`src/rtl/led_pwm_pkg.sv`:
```
package led_pwm_pkg;

  localparam int MS_W = 12;

  localparam logic [3:0] ADDR_COMMON     = 4'h1;
  localparam logic [3:0] ADDR_RATIO_BASE = 4'h8;
  localparam logic [3:0] ADDR_CFG_BASE   = 4'hC;

  typedef struct packed {
    logic [1:0] spare;
    logic       use_common;
    logic [2:0] blink_code;
    logic [1:0] blink_duty;
  } port_cfg_t;

  // Blink gate: high while the millisecond phase sits in the on-part.
  function automatic logic blink_open(input logic [2:0] code,
                                      input logic [1:0] duty,
                                      input logic [MS_W-1:0] ms);
    logic [MS_W:0] period;
    logic [MS_W:0] on_len;
    logic [MS_W:0] phase;
    logic [3:0]    eff;
    if (code == 3'd0) return 1'b1;
    eff    = (code < 3'd3) ? 4'd3 : {1'b0, code};
    period = (MS_W+1)'(1) << (eff + 4'd5);
    phase  = {1'b0, ms} & (period - 1'b1);
    case (duty)
      2'd0:    on_len = period >> 3;
      2'd1:    on_len = period >> 2;
      2'd2:    on_len = period >> 1;
      default: on_len = period - (period >> 2);
    endcase
    return phase < on_len;
  endfunction

endpackage

```
`src/rtl/led_pwm_timebase.sv`:
```
module led_pwm_timebase #(
  parameter int CYC_PER_MS = 50000,
  parameter int MS_W       = 12
) (
  input  logic            clk,
  input  logic            rst,
  output logic [MS_W-1:0] ms_o
);
  localparam int PRE_W = (CYC_PER_MS > 1) ? $clog2(CYC_PER_MS) : 1;
  localparam logic [PRE_W-1:0] PRE_LAST = PRE_W'(CYC_PER_MS - 1);

  logic [PRE_W-1:0] pre_q;
  logic             tick;

  assign tick = (pre_q == PRE_LAST);

  always_ff @(posedge clk) begin
    if (rst) begin
      pre_q <= '0;
      ms_o  <= '0;
    end else begin
      pre_q <= tick ? '0 : pre_q + 1'b1;
      if (tick) ms_o <= ms_o + 1'b1;
    end
  end
endmodule

```
`src/rtl/led_pwm_regs.sv`:
```
module led_pwm_regs
  import led_pwm_pkg::*;
#(
  parameter int NUM_PORTS = 4,
  parameter int RATIO_W   = 8
) (
  input  logic                              clk,
  input  logic                              rst,
  input  logic                              wr_en,
  input  logic [3:0]                        wr_addr,
  input  logic [7:0]                        wr_data,
  output logic [RATIO_W-1:0]                common_o,
  output logic [NUM_PORTS-1:0][RATIO_W-1:0] ratio_o,
  output port_cfg_t [NUM_PORTS-1:0]         cfg_o
);
  always_ff @(posedge clk) begin
    if (rst) begin
      common_o <= '0;
      ratio_o  <= '0;
      cfg_o    <= '0;
    end else if (wr_en) begin
      if (wr_addr == ADDR_COMMON) common_o <= wr_data[RATIO_W-1:0];
      for (int p = 0; p < NUM_PORTS; p++) begin
        if (wr_addr == ADDR_RATIO_BASE + 4'(p)) ratio_o[p] <= wr_data[RATIO_W-1:0];
        if (wr_addr == ADDR_CFG_BASE + 4'(p))   cfg_o[p]   <= port_cfg_t'(wr_data);
      end
    end
  end
endmodule

```
`src/rtl/led_pwm_channel.sv`:
```
module led_pwm_channel #(
  parameter int RATIO_W = 8
) (
  input  logic               clk,
  input  logic               rst,
  input  logic               use_common,
  input  logic [RATIO_W-1:0] common_ratio,
  input  logic [RATIO_W-1:0] own_ratio,
  input  logic               gate,
  output logic               led_o,
  output logic [RATIO_W-1:0] cnt_o,
  output logic [RATIO_W-1:0] shadow_o
);
  localparam logic [RATIO_W-1:0] FULL = '1;

  logic [RATIO_W-1:0] sel_ratio;
  logic               pwm_hi;

  assign sel_ratio = use_common ? common_ratio : own_ratio;
  assign pwm_hi    = (shadow_o == FULL) || (cnt_o < shadow_o);

  always_ff @(posedge clk) begin
    if (rst) begin
      cnt_o    <= '0;
      shadow_o <= '0;
      led_o    <= 1'b0;
    end else begin
      cnt_o <= cnt_o + 1'b1;
      if (cnt_o == FULL) shadow_o <= sel_ratio;
      led_o <= pwm_hi && gate;
    end
  end
endmodule

```
`src/rtl/led_pwm_blink.sv`:
```
module led_pwm_blink
  import led_pwm_pkg::*;
#(
  parameter int NUM_PORTS  = 4,
  parameter int RATIO_W    = 8,
  parameter int CYC_PER_MS = 50000
) (
  input  logic                 clk,
  input  logic                 rst,
  input  logic                 wr_en,
  input  logic [3:0]           wr_addr,
  input  logic [7:0]           wr_data,
  output logic [NUM_PORTS-1:0] led_o
);
  logic [RATIO_W-1:0]                common_ratio;
  logic [NUM_PORTS-1:0][RATIO_W-1:0] own_ratio;
  port_cfg_t [NUM_PORTS-1:0]         cfg;
  logic [MS_W-1:0]                   ms_now;
  logic [NUM_PORTS-1:0]              ch_gate;
  logic [NUM_PORTS-1:0][RATIO_W-1:0] ch_cnt;
  logic [NUM_PORTS-1:0][RATIO_W-1:0] ch_shadow;

  led_pwm_regs #(.NUM_PORTS(NUM_PORTS), .RATIO_W(RATIO_W)) u_regs (
    .clk(clk), .rst(rst), .wr_en(wr_en), .wr_addr(wr_addr), .wr_data(wr_data),
    .common_o(common_ratio), .ratio_o(own_ratio), .cfg_o(cfg)
  );

  led_pwm_timebase #(.CYC_PER_MS(CYC_PER_MS), .MS_W(MS_W)) u_time (
    .clk(clk), .rst(rst), .ms_o(ms_now)
  );

  for (genvar p = 0; p < NUM_PORTS; p++) begin : g_port
    assign ch_gate[p] = blink_open(cfg[p].blink_code, cfg[p].blink_duty, ms_now);

    led_pwm_channel #(.RATIO_W(RATIO_W)) u_ch (
      .clk(clk), .rst(rst),
      .use_common(cfg[p].use_common),
      .common_ratio(common_ratio),
      .own_ratio(own_ratio[p]),
      .gate(ch_gate[p]),
      .led_o(led_o[p]),
      .cnt_o(ch_cnt[p]),
      .shadow_o(ch_shadow[p])
    );
  end
endmodule

```
`config.mk`:
```
export PLATFORM = sky130hd
export DESIGN_NAME = led_pwm_blink
export DESIGN_NICKNAME = d
export VERILOG_FILES = /design/src/rtl/led_pwm_pkg.sv /design/src/rtl/led_pwm_timebase.sv /design/src/rtl/led_pwm_regs.sv /design/src/rtl/led_pwm_channel.sv /design/src/rtl/led_pwm_blink.sv
export SDC_FILE = /design/constraint.sdc
export NUM_CORES = 1
export LEC_CHECK = 0
export CAP_MARGIN = 40
export CORE_MARGIN = 1
export CORE_UTILIZATION = 35
export DETAILED_ROUTE_END_ITERATION = 6
export DONT_BUFFER_PORTS = 1
export PLACE_DENSITY_LB_ADDON = 0.05
export SYNTH_ARGS = -nofsm -noshare
export SYNTH_HDL_FRONTEND = slang
export SYNTH_SLANG_ARGS = --single-unit
```
`constraint.sdc`:
```
create_clock -name clk -period 3.6 [get_ports clk]
set_clock_uncertainty 0.05 [all_clocks]
set_input_delay 0.36 -clock clk [delete_from_list [all_inputs] [get_ports clk]]
set_output_delay 0.36 -clock clk [all_outputs]
set_load 0.1 [all_outputs]
```
==> results.md, run 1 <==
* Static leakage at 4.332 nW
* Via-per-instance ratio at around 5
* Timing-limited maximum frequency at around 0.31 GHz
* Total routing resource utilization after global routing at 0.1725
* Count of final max-slew check failures at 0
* Share of final-layout standard cells stronger than drive strength 1 at 0.05821
* Peak supply drop at between 0.3 and 0.4 mV
* Met1 wire length at 13430 microns
* Port bufs at 0
* Worst-case setup slack after placement at approximately 0.42 ns
* Placer Congestion at 0.7797
* Post-detailed-placement half-perimeter wirelength at 17410 microns
* Synthesized area at 10320 sq um
* TritonCTS clock tree: yes
* Net count, final at 1362
* CTS Hold Bufs at 4
* Placeable core region at 28860 sq um
* Aggregate global routing overflow at 0
* Startpoint of the worst register-to-register path: u_regs.cfg_o[27]
* Power per standard cell area at around 350 nW/um^2
* Period minus WS final at 3.179 ns
* Clock slew seen by the registers of the worst setup and hold paths at roughly 0.070 ns
* Clock sink count at 160
* Category of the most critical setup path: flop to flop
* Final Worst Setup Slack at 0.4206 ns
* Final setup fails at 0
* DRC Markers at 0
* Total via count after detailed routing at 8136
* Cell at the root of the clock tree: sky130_fd_sc_hd__clkbuf_16
* Amount of wire on met2 after detailed routing at 10880 microns
* Most common cell after layout, fill and taps aside: sky130_fd_sc_hd__nor2_1
* Number of global-route vias before repair at between 7000 and 8000
* Headroom to the max-slew limit at 0.3951
* Period Utilization, post-route at 0.8832
* Worst setup SP type: flop
* Worst Max-Slew Pin Slew at 0.9043 ns
* DRC violation total after the first TritonRoute iteration at 374
* Number of library cell types mapped by synthesis at 65
* Part of the Yosys area used for sequential elements at 0.3104
* Reported max-cap violation count at 0
* Critical path data required time at 3.86 ns
* Worst-path fanout max at 6
* Post-Route Hold Slack at 0.03434 ns
* Number of antenna repair diodes at 0
* Share of flip-flops with an asynchronous set or reset after synthesis at 0
* Layout-stage area growth over the synthesis result at 11.98%
* End of the worst register-to-register path: g_port[3].u_ch.led_o
* FF+latch count, synth at 160
* Total Negative Setup Slacks at 0 ns
* Wirelength, routed at 25030 microns
* Run status: finished, final reports clean
* Initial Util at 0.3576
* First-pass GRT wire length at 41370 microns
* CP Capture Type: flop
* Routed WL per cell at 15.44 microns
* Largest net degree at the start of global routing at 60
* Average instance area after synthesis at 8.570 sq um
* Number of search-and-repair iterations in the first detailed-routing pass at 5
* RSZ-0062 raised after global routing: false
* Resized Gates After CTS at 0
* Most used flip-flop cell after synthesis: sky130_fd_sc_hd__dfxtp_1
* Maximum count of clock buffers along a single path at 2
* Number of hold-slack violations in the final timing report at 0
* Area of the multi-input gates at slightly below 7000 sq um
* Worst setup path startpoint: u_regs.cfg_o[27]
* Worst r2r path cells at 14
* Post-layout instance count excluding filler cells at 1621
* Die width at between 150 and 200 microns
* Detailed-routed wire length on met3 at around 550 microns
* Crit path to: g_port[3].u_ch.led_o
* Power after layout at 4.037 mW
* Register Area at 3203 sq um
* H-tree Lvls at 4
* Post-CTS setup buffers at 0
* Chip height at 173.7 microns
* Number of inserted filler cells in the final layout at roughly 3000
* Arrival time at the worst endpoint at about 3.4 ns
* Number of top-level design ports at 19
* CTS Buf Count at 17
* Mapped Cells at 1204
* Cell area after layout at 11550 sq um
* Antenna violations before repair at 1
* Die area at 30170 sq um
* Setup slack of the most critical reg-to-reg path at about 0.42 ns
* Min-delay worst type: primary input to flop
* Cell area after placement at 10890 sq um
* Antenna-violating nets left at 0
* Yosys warning total at 0
* Clock latency at the later pin of the worst-skew pair at 0.42 ns
* Uppermost routed layer: met4
* Standard-cell rows at 62
* Count of flip-flops with a built-in enable after synthesis at 0
* Most frequent cells in the layout: sky130_fd_sc_hd__nor2_1 (172), sky130_fd_sc_hd__dfxtp_1 (160), sky130_fd_sc_hd__ha_1 (118)
* Core Util, Final at 0.4004
* Cells after DPL at 1586
-- synth_stat cells (all sizes together), types with 9 or more instances --
cell | n | area share
o31a | 9 | 0.0076
and2 | 18 | 0.011
nand2 | 40 | 0.015
buf | 20 | 0.0096
dfxtp | 160 | 0.31
inv | 54 | 0.020
clkbuf | 56 | 0.020
o21ai | 53 | 0.026
mux2i | 100 | 0.097
ha | 118 | 0.14
or3 | 19 | 0.012
mux2 | 9 | 0.0098
a21oi | 48 | 0.023
nor2b | 17 | 0.010
xor2 | 20 | 0.017
o21a | 11 | 0.0080
nand4 | 23 | 0.014
nand2b | 15 | 0.0091
a211oi | 47 | 0.034
nor2 | 175 | 0.064
a21o | 9 | 0.0065
xnor2 | 22 | 0.019
nand3 | 40 | 0.019
nor3 | 11 | 0.0058
and3 | 18 | 0.011
-- flip-flops by register name (all words and copies together) (netlist names) --
register              cells
g_port.u_ch.shadow_o     32
u_regs.common_o           8
u_time.pre_q             16
g_port.u_ch.led_o         4
u_regs.ratio_o           32
u_regs.cfg_o             24
g_port.u_ch.cnt_o        32
u_time.ms_o              12
-- power breakdown --
group | internal, mW | total (mW) | switching [mW]
Clock | 1.06 | 1.85 | 0.781
Sequential | 1.80 | 1.83 | 0.0363
Combinational | 0.155 | 0.357 | 0.202
-- how the worst min path moves through the flow --
stage          slack (ns)  cells after the start                 to            start
6_report             0.03                      2  u_regs.ratio_o[7]       wr_data[7]
5_1_grt              0.01                      2  u_regs.ratio_o[6]       wr_data[6]
4_1_cts              0.01                      2   u_regs.cfg_o[25]       wr_data[1]
3_5_place_dp         0.39                      1    u_time.pre_q[0]  u_time.pre_q[0]
3_3_place_gp         0.38                      1    u_time.pre_q[0]  u_time.pre_q[0]
2_1_floorplan        0.36                      1    u_time.pre_q[0]  u_time.pre_q[0]
-- cell families after synthesis --
kind of cell    share of synthesized area
mux                                0.1090
compound gates                     0.1408
other cells                     0.0007278
simple gates                       0.2030
xor+xnor                          0.03565
fa+ha+maj                          0.1508
buf+inv                           0.04959
flops                              0.3104
-- layout make-up --
class	instances	share of cell area
multi-input cells	978	0.5929
clock inverters	11	0.01137
repair buffers	14	0.01992
well taps	384	0.04158
flip-flops and latches	160	0.2772
inverters	54	0.01754
clock buffers	20	0.03952
-- per-layer routing --
| metal | track usage | up-vias |
|---|---|---|
| li1 | - | 4273 |
| met4 | 0.03911 | 0 |
| met5 | 0 | - |
| met1 | 0.2428 | 3804 |
| met2 | 0.2702 | 49 |
| met3 | 0.03399 | 10 |
-- critical path, cell delays in order (launching register included) --
cell                       delay [ns]
sky130_fd_sc_hd__dfxtp_1         0.41
sky130_fd_sc_hd__nand2b_1        0.25
sky130_fd_sc_hd__ha_1            0.26
sky130_fd_sc_hd__xor2_1          0.19
sky130_fd_sc_hd__nand2_1         0.09
sky130_fd_sc_hd__ha_1            0.34
sky130_fd_sc_hd__xnor2_1         0.15
sky130_fd_sc_hd__o22a_1          0.20
sky130_fd_sc_hd__ha_1            0.29
sky130_fd_sc_hd__nand4_1         0.11
sky130_fd_sc_hd__a211oi_1        0.20
sky130_fd_sc_hd__o21ai_0         0.12
sky130_fd_sc_hd__a31oi_1         0.19
sky130_fd_sc_hd__o31a_1          0.16
sky130_fd_sc_hd__a21oi_1         0.06
No activity file was read; power rests on OpenSTA's default activity.
==> run 2, diff against run 1 <==
CORE_UTILIZATION = 30   (was 35)
RECOVER_POWER = 50   (was unset)
==> run 2 against run 1 <==
Net effect:
- die area rose by 16%
- register-to-register slack is essentially flat
- cell count up 4.7%
- total power grew 1.3%
- via count rose by 0.45%
- worst hold slack got worse by 0.016 ns
- sequential power is essentially flat
- count of clock-buffer cells in the layout shrank 2
- first-iteration DRC count fell by 29%
- utilization fell by 5.3 points
- sequential share of layout area shrank 0.35 points
- setup slack better by 0.014 ns
- largest power group unchanged
- highest routed layer unchanged
==> results.md, run 2 (same netlist as run 1, synthesis figures left out) <==
* Run status: finished, final reports clean
* Startpoint of the worst register-to-register path: u_regs.cfg_o[27]
* Most frequent cells in the layout: sky130_fd_sc_hd__nor2_1 (175), sky130_fd_sc_hd__dfxtp_1 (160), sky130_fd_sc_hd__ha_1 (118)
* Post-CTS setup buffers at 0
* Resized Gates After CTS at 0
* Endpoint of the worst hold-timing path: u_regs.cfg_o[28]
* End of the worst register-to-register path: g_port[3].u_ch.led_o
* Number of top-level design ports at 19
* Number of hold-slack violations in the final timing report at 0
* Number of search-and-repair iterations in the first detailed-routing pass at 4
* Die width at 187.5 microns
* Arrival time at the worst endpoint at ~3.5 ns
* Critical path's largest stage delay at 0.41 ns
* Hold_sp: wr_data[4]
* Peak supply drop at 0.4540 mV
* Placer Congestion at a little under 0.8
* Reported max-cap violation count at 0
* Power per standard cell area at 349.4 nW/um^2
* Number of cells on the worst hold path at 2
* Net count, final at 1372
* Via-per-instance ratio at 4.816
* Most common cell after layout, fill and taps aside: sky130_fd_sc_hd__nor2_1
* Layout-stage area growth over the synthesis result at 13.41%
* Final setup fails at 0
* Worst setup SP type: flop
* Clock slew seen by the registers of the worst setup and hold paths at 0.07 ns
* Cell area after layout at 11700 sq um
* First-pass GRT wire length at 42970 microns
* Total via count after detailed routing at between 8000 and 9000
* RSZ-0062 raised after global routing: false
* Count of final max-slew check failures at 0
* Static leakage at ~4.4 nW
* DRC violation total after the first TritonRoute iteration at 267
* Worst-path fanout max at 6
* Timing-limited maximum frequency at 0.3160 GHz
* Share of final-layout standard cells stronger than drive strength 1 at 0.05609
* Cells after DPL at about 1700
* H-tree Lvls at 4
* Initial Util at 0.3062
* Headroom to the max-slew limit at 0.3769
* Antenna-violating nets left at 0
* Wirelength, routed at 26030 microns
* Cell at the root of the clock tree: sky130_fd_sc_hd__clkbuf_16
* Min-delay worst type: primary input to flop
* CTS Hold Bufs at 12
* Aggregate global routing overflow at 0
* Port bufs at 0
* Placeable core region at 33700 sq um
* Total routing resource utilization after global routing at 0.1539
* Clock sink count at 160
* Delay-heaviest family, CP: compound AO/OA/AOI/OAI gates
* Clock latency at the later pin of the worst-skew pair at 0.45 ns
* Largest registers: g_port.u_ch.cnt_o x32, g_port.u_ch.shadow_o x32, u_regs.ratio_o x32
* Post-Route Hold Slack at 0.01799 ns
* Maximum count of clock buffers along a single path at 2
* Core Util, Final at 0.3473
* CTS Buf Count at 17
* Chip height at 187.5 microns
* Category of the most critical setup path: flop to flop
* Die area at 35140 sq um
* Largest net degree at the start of global routing at around 110
* Worst r2r path cells at 14
* Period Utilization, post-route at 0.8792
* CP bufs+invs at 0
* Antenna violations before repair at 0
* Number of global-route vias before repair at roughly 8000
* Worst Max-Slew Pin Slew at 0.9312 ns
* TritonCTS clock tree: yes
* Standard-cell rows at 67
* Crit path max-delay cell type: sky130_fd_sc_hd__dfxtp_1
* Setup slack of the most critical reg-to-reg path at 0.43 ns
* Post-layout instance count excluding filler cells at 1697
* DRC Markers at 0
* Total Negative Setup Slacks at 0 ns
* Post-detailed-placement half-perimeter wirelength at 17810 microns
* Cell area after placement at 10970 sq um
* List of cells traversed by the critical path: nand2b_1 > ha_1 > xor2_1 > nand2_1 > ha_1 > xnor2_1 > o22a_1 > ha_1 > nand4_1 > a211oi_1 > o21ai_0 > a31oi_1 > o31a_1 > a21oi_1
* Routed WL per cell at 15.34 microns
* Period minus WS final at 3.165 ns
* Top cell by count, worst path: sky130_fd_sc_hd__ha_1
* CP Capture Type: flop
* Critical path data required time at 3.88 ns
## run 2: cell types whose count changed in the layout (fill, tap and decap cells not counted), sizes merged
cell,change
clkinv,-5
diode,+1
bufinv,-1
dlygate4sd3,+8
clkinvlp,+1
inv,+8
## run 2: power by group
group | switching [mW] | internal, mW
logic | 0.207 | 0.157
registers | 0.0349 | 1.80
clock network | 0.882 | 1.01
## run 2: layout make-up
| class | instances | area (sq um) |
|---|---|---|
| Clock inverter | 14 | 160.2 |
| Clock buffer | 18 | 439.2 |
| Timing Repair Buffer | 24 | 297.8 |
| Tap cell | 448 | 560.5 |
| Antenna cell | 1 | 2.502 |
| Fill cell | 3585 | 22000 |
| Sequential cell | 160 | 3203 |
| Multi-Input combinational cell | 978 | 6837 |
| Inverter | 54 | 202.7 |
## run 2: metrics by stage
step	total power, mW	setup slack (ns)
floorplan	2.143	0.2771
global placement	2.147	0.4147
detailed placement	2.170	0.4352
CTS	4.147	0.4059
global route	4.271	0.05838
finish	4.088	0.4350
## run 2: how the worst max path moves through the flow
stage | startpoint | end | slack, ns | cells after the start
final | u_regs.cfg_o[27] | g_port[3].u_ch.led_o | 0.43 | 14
after global routing | u_regs.cfg_o[27] | g_port[3].u_ch.led_o | 0.06 | 14
after CTS | u_regs.cfg_o[27] | g_port[3].u_ch.led_o | 0.41 | 14
after detailed placement | u_regs.cfg_o[27] | g_port[3].u_ch.led_o | 0.44 | 14
after global placement | u_regs.cfg_o[27] | g_port[3].u_ch.led_o | 0.41 | 14
after floorplan | u_regs.cfg_o[28] | g_port[3].u_ch.led_o | 0.28 | 15
## run 2: routing by layer
layer / wire length, microns / vias to the layer above / track usage
met5: 0 / - / 0
met4: 298 / 0 / 0.03971
met3: 613 / 18 / 0.02702
met2: 11640 / 66 / 0.2475
met1: 13480 / 3791 / 0.2114
li1: - / 4298 / -
## run 2: worst reg2reg max path, cell delays in order, from the launching register on
cell and delay (ns):
sky130_fd_sc_hd__dfxtp_1 0.41, sky130_fd_sc_hd__nand2b_1 0.24, sky130_fd_sc_hd__ha_1 0.26, sky130_fd_sc_hd__xor2_1 0.20, sky130_fd_sc_hd__nand2_1 0.10, sky130_fd_sc_hd__ha_1 0.34
sky130_fd_sc_hd__xnor2_1 0.15, sky130_fd_sc_hd__o22a_1 0.21, sky130_fd_sc_hd__ha_1 0.30, sky130_fd_sc_hd__nand4_1 0.10, sky130_fd_sc_hd__a211oi_1 0.19, sky130_fd_sc_hd__o21ai_0 0.11
sky130_fd_sc_hd__a31oi_1 0.20, sky130_fd_sc_hd__o31a_1 0.16, sky130_fd_sc_hd__a21oi_1 0.06
==> run 3, diff against run 2 <==
CORE_UTILIZATION = 45   (was 30)
PLACE_DENSITY_LB_ADDON = unset   (was 0.05)
clock period = 3.73 ns   (was 3.6 ns; I/O delays follow)
==> run 3 against run 2 <==
Net effect:
- setup slack worse by 0.055 ns
- final area down 2.6%
- global-route usage up 4.6 points
- non-clock buffer count down 13
- critical path type unchanged
- largest cell class unchanged
==> results.md, run 3 (same netlist as run 1, synthesis figures left out) <==
* Worst r2r path cells at 14
* Via-per-instance ratio at 5.364
* Hold_sp: wr_data[0]
* Static leakage at 4.306 nW
* Total via count after detailed routing at 8154
* Worst Max-Slew Pin Slew at between 0.9 and 1 ns
* Startpoint of the worst register-to-register path: u_regs.cfg_o[27]
* Clock latency at the later pin of the worst-skew pair at 0.43 ns
* Antenna violations before repair at 1
* Net count, final at 1359
* Die width at 153.4 microns
* TritonCTS clock tree: yes
* Total routing resource utilization after global routing at 0.2004
* Cell at the root of the clock tree: sky130_fd_sc_hd__clkbuf_16
* CP Capture Type: flop
* Number of global-route vias before repair at 7601
* Share of final-layout standard cells stronger than drive strength 1 at 0.05425
* Largest registers: g_port.u_ch.cnt_o x32, g_port.u_ch.shadow_o x32, u_regs.ratio_o x32
* Most common cell after layout, fill and taps aside: sky130_fd_sc_hd__nor2_1
* Period minus WS final at 3.350 ns
* Aggregate global routing overflow at 0
* Initial Util at 0.4572
* Power per standard cell area at ~340 nW/um^2
* Largest net degree at the start of global routing at 91
* Standard-cell rows at 55
* DRC Markers at 0
* Register Area at 3203 sq um
* Min-delay worst type: primary input to flop
* RSZ-0062 raised after global routing: false
* Run status: finished, final reports clean
* First-pass GRT wire length at about 38000 microns
* List of cells traversed by the critical path: nand2b_1 > ha_1 > xor2_2 > nand2_1 > ha_1 > xnor2_1 > o22a_1 > ha_1 > nand4_1 > a211oi_1 > o21ai_0 > a31oi_1 > o31a_1 > a21oi_1
* Clock sink count at 160
* Layout-stage area growth over the synthesis result at 10.45%
* Placer Congestion at 0.8305
* Number of search-and-repair iterations in the first detailed-routing pass at 4
* Critical path data required time at 4.00 ns
* Worst-path fanout max at 8
* Clock slew seen by the registers of the worst setup and hold paths at approximately 0.080 ns
* Antenna-violating nets left at 0
* DRC violation total after the first TritonRoute iteration at 364
* Placeable core region at 22570 sq um
* Port bufs at 0
* Category of the most critical setup path: flop to flop
* Post-detailed-placement half-perimeter wirelength at roughly 16000 microns
* Crit path max-delay cell type: sky130_fd_sc_hd__dfxtp_1
* Number of antenna repair diodes at 0
* Worst setup path startpoint: u_regs.cfg_o[27]
* Chip height at around 150 microns
* Final setup fails at 0
* Power after layout at approximately 3.9 mW
* Arrival time at the worst endpoint at 3.62 ns
* Most frequent cells in the layout: sky130_fd_sc_hd__nor2_1 (175), sky130_fd_sc_hd__dfxtp_1 (160), sky130_fd_sc_hd__ha_1 (118)
* Timing-limited maximum frequency at approximately 0.30 GHz
* CP bufs+invs at 0
* Routed WL per cell at 14.88 microns
* Top cell by count, worst path: sky130_fd_sc_hd__ha_1
* Number of hold-slack violations in the final timing report at 0
* Number of inserted filler cells in the final layout at 2147
* Total Negative Setup Slacks at 0 ns
* Headroom to the max-slew limit at 0.3370
* Wirelength, routed at 22620 microns
* Number of top-level design ports at 19
* Total stage count of the critical path at 14
* Worst setup SP type: flop
* Area of the multi-input gates at 6844 sq um
* Count of final max-slew check failures at 0
* Period Utilization, post-route at 0.8982
* CTS Buf Count at 17
* Maximum count of clock buffers along a single path at 2
* Core Util, Final at 0.5049
* Peak supply drop at 0.2872 mV
* Die area at 23540 sq um
* Number of cells on the worst hold path at 2
* Post-Route Hold Slack at ~0.037 ns
* H-tree Lvls at 4
* Reported max-cap violation count at 0
* Critical path's largest stage delay at approximately 0.41 ns
* Delay-heaviest family, CP: adder cells
run 3: cell count changes in the layout (fill, tap and decap cells not counted), sizes merged:
cell and delta:
buf -4, bufinv -1, clkbuf -1, clkinv +8
diode -1, dlygate4sd3 -9, inv -6
run 3: area by class of cell:
cell class,count,area share
multi-input combinational,978,0.6005
clock buffer,17,0.03733
sequential,160,0.2810
tap,285,0.03129
inverter,54,0.01778
timing repair buffer,11,0.01559
clock inverter,15,0.01647
run 3: layer usage:
metal  vias to the layer above  track usage  routed length [microns]
met3                        22      0.03317                      853
met2                        76       0.3192                    10050
li1                       4267            -                        -
met1                      3789       0.2790                    11480
met5                         -            0                        0
met4                         0      0.05381                      243
run 3: through the flow:
stage                     cell area [sq um]  worst slack [ns]  cells
after floorplan                       10560            0.4071   1268
after global placement                10630            0.3990   1479
after detailed placement              10730            0.3078   1484
after CTS                             11400            0.2775   1519
after global routing                  11400            0.1380   1520
final                                 11400            0.3797   1520
run 3: worst paths after layout:
path	to	slack [ns]
setup / recovery	g_port[3].u_ch.led_o	0.38
hold / removal	u_regs.ratio_o[24]	0.04
setup reg to reg	g_port[3].u_ch.led_o	0.38
hold reg to reg	u_time.pre_q[0]	0.39
run 3: repair_timing:
item,4_1_cts,5_1_grt
hold buffers,3,0
setup buffers,0,0
resized for setup,0,1
hold endpoints to repair,30,0
endpoints found under the setup margin,0,1
run 3: power by group:
group / internal (mW) / switching (mW) / total (mW)
clock network: 0.911 / 0.855 / 1.77
logic: 0.145 / 0.191 / 0.336
registers: 1.73 / 0.0333 / 1.77
total: 2.79 / 1.08 / 3.87
